$ cat src/rtl/pgdram_pkg.sv
package pgdram_pkg;

    typedef enum logic [2:0] {
        ST_IDLE = 3'd0,
        ST_PRE  = 3'd1,
        ST_ACT  = 3'd2,
        ST_COL  = 3'd3,
        ST_RACT = 3'd4,
        ST_RPRE = 3'd5
    } dctl_state_e;

endpackage

$ cat src/rtl/pgdram_phase_timer.sv
module pgdram_phase_timer #(
    parameter int PHASE_CYC = 2
) (
    input  logic clk,
    input  logic rst_n,
    input  logic restart,
    output logic last
);
    localparam int PW = (PHASE_CYC > 1) ? $clog2(PHASE_CYC) : 1;
    localparam logic [PW-1:0] LAST_CNT = PW'(PHASE_CYC - 1);

    logic [PW-1:0] cnt_d, cnt_q;

    always_comb begin
        if (restart)
            cnt_d = '0;
        else if (cnt_q == LAST_CNT)
            cnt_d = cnt_q;
        else
            cnt_d = cnt_q + 1'b1;
    end

    always_ff @(posedge clk) begin
        if (!rst_n)
            cnt_q <= '0;
        else
            cnt_q <= cnt_d;
    end

    assign last = (cnt_q == LAST_CNT);

    AST_PHASE_ADVANCE: assert property (@(posedge clk) disable iff (!rst_n)
        (!restart && !last) |=> (cnt_q == $past(cnt_q) + 1'b1));

endmodule

$ cat src/rtl/pgdram_refresh.sv
module pgdram_refresh #(
    parameter int REF_INTERVAL = 1560,
    parameter int ROW_W        = 2
) (
    input  logic             clk,
    input  logic             rst_n,
    input  logic             ack,
    output logic             pending,
    output logic [ROW_W-1:0] row
);
    localparam int CW = (REF_INTERVAL > 1) ? $clog2(REF_INTERVAL) : 1;
    localparam logic [CW-1:0] WRAP = CW'(REF_INTERVAL - 1);

    typedef struct packed {
        logic [CW-1:0]    cnt;
        logic             pend;
        logic [ROW_W-1:0] row;
    } rf_t;

    rf_t rf_d, rf_q;

    always_comb begin
        rf_d = rf_q;
        if (ack) begin
            rf_d.pend = 1'b0;
            rf_d.row  = rf_q.row + 1'b1;
        end
        if (rf_q.cnt == WRAP) begin
            rf_d.cnt  = '0;
            rf_d.pend = 1'b1;
        end else begin
            rf_d.cnt = rf_q.cnt + 1'b1;
        end
    end

    always_ff @(posedge clk) begin
        if (!rst_n)
            rf_q <= '0;
        else
            rf_q <= rf_d;
    end

    assign pending = rf_q.pend;
    assign row     = rf_q.row;

    AST_REF_ROW_STEP: assert property (@(posedge clk) disable iff (!rst_n)
        ack |=> (row == $past(row) + 1'b1));
    AST_REF_ACK_PEND: assert property (@(posedge clk) disable iff (!rst_n)
        ack |-> pending);

endmodule

$ cat src/rtl/pgdram_ctrl.sv
module pgdram_ctrl
    import pgdram_pkg::*;
#(
    parameter int PIN_W        = 2,
    parameter int DATA_W       = 8,
    parameter int PHASE_CYC    = 2,
    parameter int REF_INTERVAL = 1560
) (
    input  logic                 clk,
    input  logic                 rst_n,
    input  logic                 req_valid,
    output logic                 req_ready,
    input  logic [2*PIN_W-1:0]   req_addr,
    input  logic                 req_write,
    input  logic [DATA_W-1:0]    req_wdata,
    output logic                 rsp_valid,
    output logic [DATA_W-1:0]    rsp_rdata,
    output logic [PIN_W-1:0]     dr_addr,
    output logic                 dr_row_stb,
    output logic                 dr_col_stb,
    output logic                 dr_close,
    output logic                 dr_we,
    output logic [DATA_W-1:0]    dr_wdata,
    input  logic [DATA_W-1:0]    dr_rdata
);
    localparam int ADDR_W = 2 * PIN_W;

    typedef struct packed {
        dctl_state_e      st;
        logic             open;
        logic [PIN_W-1:0] open_row;
        logic [PIN_W-1:0] row;
        logic [PIN_W-1:0] col;
        logic [PIN_W-1:0] rrow;
        logic             wr;
        logic [DATA_W-1:0] wdata;
        logic             in_ref;
        logic             rsp_valid;
        logic [DATA_W-1:0] rsp_data;
    } ctl_t;

    ctl_t c_d, c_q;

    logic             ph_last;
    logic             ph_restart;
    logic             ref_pend;
    logic             ref_ack;
    logic [PIN_W-1:0] ref_row;
    logic [PIN_W-1:0] in_row;
    logic [PIN_W-1:0] in_col;

    assign in_row = req_addr[ADDR_W-1:PIN_W];
    assign in_col = req_addr[PIN_W-1:0];

    pgdram_phase_timer #(
        .PHASE_CYC (PHASE_CYC)
    ) u_timer (
        .clk     (clk),
        .rst_n   (rst_n),
        .restart (ph_restart),
        .last    (ph_last)
    );

    pgdram_refresh #(
        .REF_INTERVAL (REF_INTERVAL),
        .ROW_W        (PIN_W)
    ) u_refresh (
        .clk     (clk),
        .rst_n   (rst_n),
        .ack     (ref_ack),
        .pending (ref_pend),
        .row     (ref_row)
    );

    always_comb begin
        c_d           = c_q;
        c_d.rsp_valid = 1'b0;
        ref_ack       = 1'b0;
        unique case (c_q.st)
            ST_IDLE: begin
                if (ref_pend) begin
                    ref_ack    = 1'b1;
                    c_d.rrow   = ref_row;
                    c_d.in_ref = 1'b1;
                    c_d.st     = c_q.open ? ST_PRE : ST_RACT;
                end else if (req_valid) begin
                    c_d.row   = in_row;
                    c_d.col   = in_col;
                    c_d.wr    = req_write;
                    c_d.wdata = req_wdata;
                    if (c_q.open && (c_q.open_row == in_row))
                        c_d.st = ST_COL;
                    else if (c_q.open)
                        c_d.st = ST_PRE;
                    else
                        c_d.st = ST_ACT;
                end
            end
            ST_PRE: begin
                if (ph_last) begin
                    c_d.open = 1'b0;
                    c_d.st   = c_q.in_ref ? ST_RACT : ST_ACT;
                end
            end
            ST_ACT: begin
                if (ph_last) begin
                    c_d.open     = 1'b1;
                    c_d.open_row = c_q.row;
                    c_d.st       = ST_COL;
                end
            end
            ST_COL: begin
                if (ph_last) begin
                    if (!c_q.wr) begin
                        c_d.rsp_valid = 1'b1;
                        c_d.rsp_data  = dr_rdata;
                    end
                    c_d.st = ST_IDLE;
                end
            end
            ST_RACT: begin
                if (ph_last)
                    c_d.st = ST_RPRE;
            end
            ST_RPRE: begin
                if (ph_last) begin
                    c_d.in_ref = 1'b0;
                    c_d.st     = ST_IDLE;
                end
            end
            default: c_d.st = ST_IDLE;
        endcase
    end

    assign ph_restart = (c_d.st != c_q.st);

    always_ff @(posedge clk) begin
        if (!rst_n)
            c_q <= '0;
        else
            c_q <= c_d;
    end

    always_comb begin
        unique case (c_q.st)
            ST_ACT:  dr_addr = c_q.row;
            ST_RACT: dr_addr = c_q.rrow;
            ST_COL:  dr_addr = c_q.col;
            default: dr_addr = c_q.open_row;
        endcase
    end

    assign dr_row_stb = (c_q.st == ST_ACT) || (c_q.st == ST_RACT);
    assign dr_col_stb = (c_q.st == ST_COL);
    assign dr_close   = (c_q.st == ST_PRE) || (c_q.st == ST_RPRE);
    assign dr_we      = (c_q.st == ST_COL) && c_q.wr;
    assign dr_wdata   = c_q.wdata;
    assign req_ready  = (c_q.st == ST_IDLE) && !ref_pend;
    assign rsp_valid  = c_q.rsp_valid;
    assign rsp_rdata  = c_q.rsp_data;

    AST_STB_EXCL: assert property (@(posedge clk) disable iff (!rst_n)
        $countones({dr_row_stb, dr_col_stb, dr_close}) <= 1);
    AST_ADDR_HOLD: assert property (@(posedge clk) disable iff (!rst_n)
        ((dr_row_stb && $past(dr_row_stb)) || (dr_col_stb && $past(dr_col_stb)))
        |-> $stable(dr_addr));
    AST_RSP_PULSE: assert property (@(posedge clk) disable iff (!rst_n)
        rsp_valid |=> !rsp_valid);
    AST_COL_NEEDS_OPEN: assert property (@(posedge clk) disable iff (!rst_n)
        dr_col_stb |-> c_q.open);
    AST_READY_QUIET: assert property (@(posedge clk) disable iff (!rst_n)
        req_ready |-> !(dr_row_stb || dr_col_stb || dr_close));
    AST_REF_CLOSED: assert property (@(posedge clk) disable iff (!rst_n)
        (c_q.st == ST_RACT) |-> !c_q.open);
    AST_NO_GRANT_IN_REF: assert property (@(posedge clk) disable iff (!rst_n)
        ref_pend |-> !req_ready);

endmodule

$ cat config.mk
export PLATFORM = sky130hd
export DESIGN_NAME = pgdram_ctrl
export DESIGN_NICKNAME = d
export VERILOG_FILES = /design/src/rtl/pgdram_pkg.sv /design/src/rtl/pgdram_phase_timer.sv /design/src/rtl/pgdram_refresh.sv /design/src/rtl/pgdram_ctrl.sv
export SDC_FILE = /design/constraint.sdc
export NUM_CORES = 1
export LEC_CHECK = 0
export BUFFER_PORTS_ARGS = -buffer_cell sky130_fd_sc_hd__buf_2
export CAP_MARGIN = 20
export CORE_ASPECT_RATIO = 1.25
export CORE_MARGIN = 4
export CORE_UTILIZATION = 25
export DETAILED_ROUTE_END_ITERATION = 6
export PLACE_DENSITY = 0.54
export SETUP_SLACK_MARGIN = 0.02
export SLEW_MARGIN = 20
export SYNTH_ARGS = -nofsm -noshare
export SYNTH_HDL_FRONTEND = slang
export SYNTH_HIERARCHICAL = 1
export SYNTH_SLANG_ARGS = --single-unit
$ cat constraint.sdc
create_clock -name clk -period 1.9 [get_ports clk]
set_input_delay 0.19 -clock clk [delete_from_list [all_inputs] [get_ports clk]]
set_output_delay 0.19 -clock clk [all_outputs]
set_load 0.005 [all_outputs]
==> impl_metrics.csv <==
group,metric,value,unit
outcome,outcome,"finished, final reports clean",
cells_and_area,antenna_cells,0,
logic_synthesis,synth_area_leader_cell,"sky130_fd_sc_hd__dfxtp_1",
clock_network,clock_sinks,46,
placement,dp_worst_setup_slack,302,ps
grt,global_route.overflow_total,0,
sta,setup_ws,107,ps
sta,worst_pin_slew,541,ps
detailed_routing,drc,0,
sta,slew-limit-headroom,63.9,%
logic_synthesis,ys_types,47,
floorplan,floorplan.initialDensity,25.6,%
floorplan,floorplan.die.height,116,um
logic_synthesis,synthesis.instances,265,
clock_network,clock_tree_from_tritoncts,"done",
power_and_ir_drop,power_per_cell_area,1090,nW/um2
logic_synthesis,yosys_register_bits,46,
sta,setup-tns-final,0,ps
logic_synthesis,yosys_most_used_dff,"sky130_fd_sc_hd__dfxtp_1",
clock_network,htree_levels,2,
setup_path,worstSetupStartpointType,"register",
cells_and_area,num-nets-final,319,
logic_synthesis,asyncSetResetFlopFracSynth,0,%
logic_synthesis,synth.top_cells.by_count,"46 x sky130_fd_sc_hd__dfxtp_1, 21 x sky130_fd_sc_hd__a21oi_1, 19 x sky130_fd_sc_hd__buf_4",
clock_network,clkSlewWorstSetupHoldPaths,70,ps
power_and_ir_drop,power.static_leakage,1.13,nW
setup_path,worst-setup-path-type,"reg2out",
floorplan,floorplan.die_area,11000,um2
sta,achievable-frequency,558,MHz
clock_network,post_cts_hold_buffer_count,0,
setup_path,cp_data_required_time,1710,ps
sta,setup-violations-final,0,
floorplan,ios,48,
logic_synthesis,synth_sequential_area_ratio,39.4,%
placement,place.detailed.instances,409,
grt,number_of_global_route_vias_before_repair,1858,
cells_and_area,final.fill_count,1006,
cells_and_area,area_growth,18.6,%
grt,grt_antenna_before_repair,0,
worst_hold_path,timing.hold.worst.class,"in2reg",
sta,timing.final.max_slew_violations,0,
sta,min_tclk_post_route,1790,ps
sta,report.final.hold_viol_count,0,
placement,place_congestion,0.789,
placement,detailedPlacementHpwl,3.80,mm
floorplan,core.rowCount,39,
placement,io_buffer_count,47,
detailed_routing,vias,1897,
logic_synthesis,mappedNetlistArea,2340,um2
detailed_routing,viasPerCell,4.54,
detailed_routing,first_pass_iters,4,
clock_network,cts_buffer_count,5,
power_and_ir_drop,design_power_total,3.03,mW
cells_and_area,postLayoutCoreUtil,30.4,%
clock_network,max_buffers_root_to_sink,2,
logic_synthesis,syn_area_per_cell,8.82,um2
logic_synthesis,yosysWarningCount,6,
logic_synthesis,post-synth-top-count-cell,"sky130_fd_sc_hd__dfxtp_1",
detailed_routing,drtIter0Drc,119,
sta,fin_crit_sh,94.4,%
power_and_ir_drop,max-vdd-ir-drop,0.405,mV
grt,grt_start_max_net_pins,24,
cells_and_area,final_cell_count_no_fill,418,
logic_synthesis,syn-num-nets,290,
sta,unrepaired_setup_endpoints_after_global_routing,"false",
floorplan,coreArea,9130,um2
setup_path,crit_path_max_fanout,9,
detailed_routing,routed_wl,5.35,mm
sta,finalClockSkew,12.7,ps
grt,grt_pass1_wl,8.80,mm
logic_synthesis,yosysTopAreaCellShare,39.4,%
detailed_routing,detailed_route_wire_length_per_cell,12.8,um
floorplan,die-width,94.5,um
grt,grt.total_usage,10.1,%
logic_synthesis,synth_edf_count,0,
setup_path,nature_of_the_critical_path_endpoint,"output pin",
detailed_routing,ant_nets,0,
clock_network,clkLatencyLatePin,290,ps
cells_and_area,final_layout_size_suffix_gt1_share,26.1,%
clock_network,cts_root_buf,"sky130_fd_sc_hd__clkbuf_16",
flow_run,max_cap_violations,0,
logic_synthesis,yosys-top-cells-area,"sky130_fd_sc_hd__dfxtp_1 39%, sky130_fd_sc_hd__buf_4 6.1%, sky130_fd_sc_hd__a21boi_0 4.5%, sky130_fd_sc_hd__a21oi_1 4.5%, sky130_fd_sc_hd__o21a_1 4.5%",
setup_path,cp.arrival,1600,ps
-- cell usage in the layout, fill, tap and decap left out, types with 2 or more instances in the layout --
| cell | count |
|---|---|
| sky130_fd_sc_hd__mux2_2 | 2 |
| sky130_fd_sc_hd__buf_4 | 11 |
| sky130_fd_sc_hd__nand4_1 | 5 |
| sky130_fd_sc_hd__nand2_1 | 5 |
| sky130_fd_sc_hd__nor2_1 | 16 |
| sky130_fd_sc_hd__xnor2_1 | 6 |
| sky130_fd_sc_hd__inv_1 | 7 |
| sky130_fd_sc_hd__o21ai_0 | 18 |
| sky130_fd_sc_hd__a21oi_1 | 21 |
| sky130_fd_sc_hd__o21a_1 | 14 |
| sky130_fd_sc_hd__nor2b_1 | 4 |
| sky130_fd_sc_hd__and4b_1 | 2 |
| sky130_fd_sc_hd__a211oi_1 | 3 |
| sky130_fd_sc_hd__xor2_1 | 2 |
| sky130_fd_sc_hd__dfxtp_1 | 45 |
| sky130_fd_sc_hd__or3_1 | 4 |
| sky130_fd_sc_hd__a21o_1 | 2 |
| sky130_fd_sc_hd__and3_1 | 14 |
| sky130_fd_sc_hd__clkbuf_16 | 5 |
| sky130_fd_sc_hd__o31ai_1 | 2 |
| sky130_fd_sc_hd__a21boi_0 | 14 |
| sky130_fd_sc_hd__mux2i_1 | 6 |
| sky130_fd_sc_hd__nand3_1 | 12 |
| sky130_fd_sc_hd__or4_1 | 2 |
| sky130_fd_sc_hd__buf_2 | 47 |
-- worst max-delay path, cell delays in order (launching register included) --
cell	delay [ps]
sky130_fd_sc_hd__dfxtp_1	430
sky130_fd_sc_hd__nor2_2	200
sky130_fd_sc_hd__mux2_2	350
sky130_fd_sc_hd__a21o_1	200
sky130_fd_sc_hd__buf_2	130
-- layer usage --
metal,track usage [%],wire length (um)
met1,12.5,2490
met2,16.9,2550
met5,0,0
met4,4.43,82
met3,2.13,228
-- through the flow --
stage / hold slack, ps / area, um2
global placement: 446 / 2590
CTS: 139 / 2760
floorplan: 308 / 2340
detailed placement: 449 / 2590
finish: 143 / 2770
global route: 160 / 2770
-- power breakdown --
group	internal, mW	total, mW	switching, mW
Sequential	1.06	1.18	0.116
Combinational	0.405	0.844	0.439
Clock	0.623	1.01	0.391
Total	2.09	3.03	0.946
-- logic make-up after synthesis --
family / after synthesis / synth area share, %
XOR/XNOR: 8 / 3.00
AND/OR/NAND/NOR: 78 / 20.4
adder cells (fa/ha/maj): 1 / 0.535
multiplexers: 8 / 3.53
AO/OA/AOI/OAI: 80 / 22.5
buffers and inverters: 44 / 10.6
flip-flops: 46 / 39.4
-- final timing paths --
check                            endpoint                         start  cells after the start  slack, ps
min             rsp_rdata[7]$_SDFFE_PN0P_                   dr_rdata[7]                      3        140
max                            dr_addr[1]            c_q[28]$_SDFF_PN0_                      4        110
max reg2reg     rsp_rdata[6]$_SDFFE_PN0P_            c_q[28]$_SDFF_PN0_                      4        270
min reg2reg  u_refresh/rf_q[3]$_SDFF_PP0_  u_refresh/rf_q[3]$_SDFF_PP0_                      1        460
-- flip-flops by register name, summed over array words and instances, names as in the netlist --
name	flops
c_q	14
u_refresh/rf_q	11
dr_wdata	8
rsp_rdata	8
u_refresh/row	2
rsp_valid	1
u_refresh/pending	1
u_timer/last	1
-- repair_timing --
item	CTS	global route
endpoints found under the setup margin	0	3
gates resized for setup	0	2
buffers inserted	0	1
-- layout make-up --
cell class / instances / area, um2 / share of cell area (%)
clock buffer: 5 / 125 / 4.51
clock inverter: 3 / 43.8 / 1.58
inverter: 8 / 30.0 / 1.08
multi-input combinational: 175 / 1180 / 42.6
sequential: 46 / 922 / 33.3
tap: 123 / 154 / 5.55
timing repair buffer: 58 / 318 / 11.5
Power figures use the tool's default switching activity.
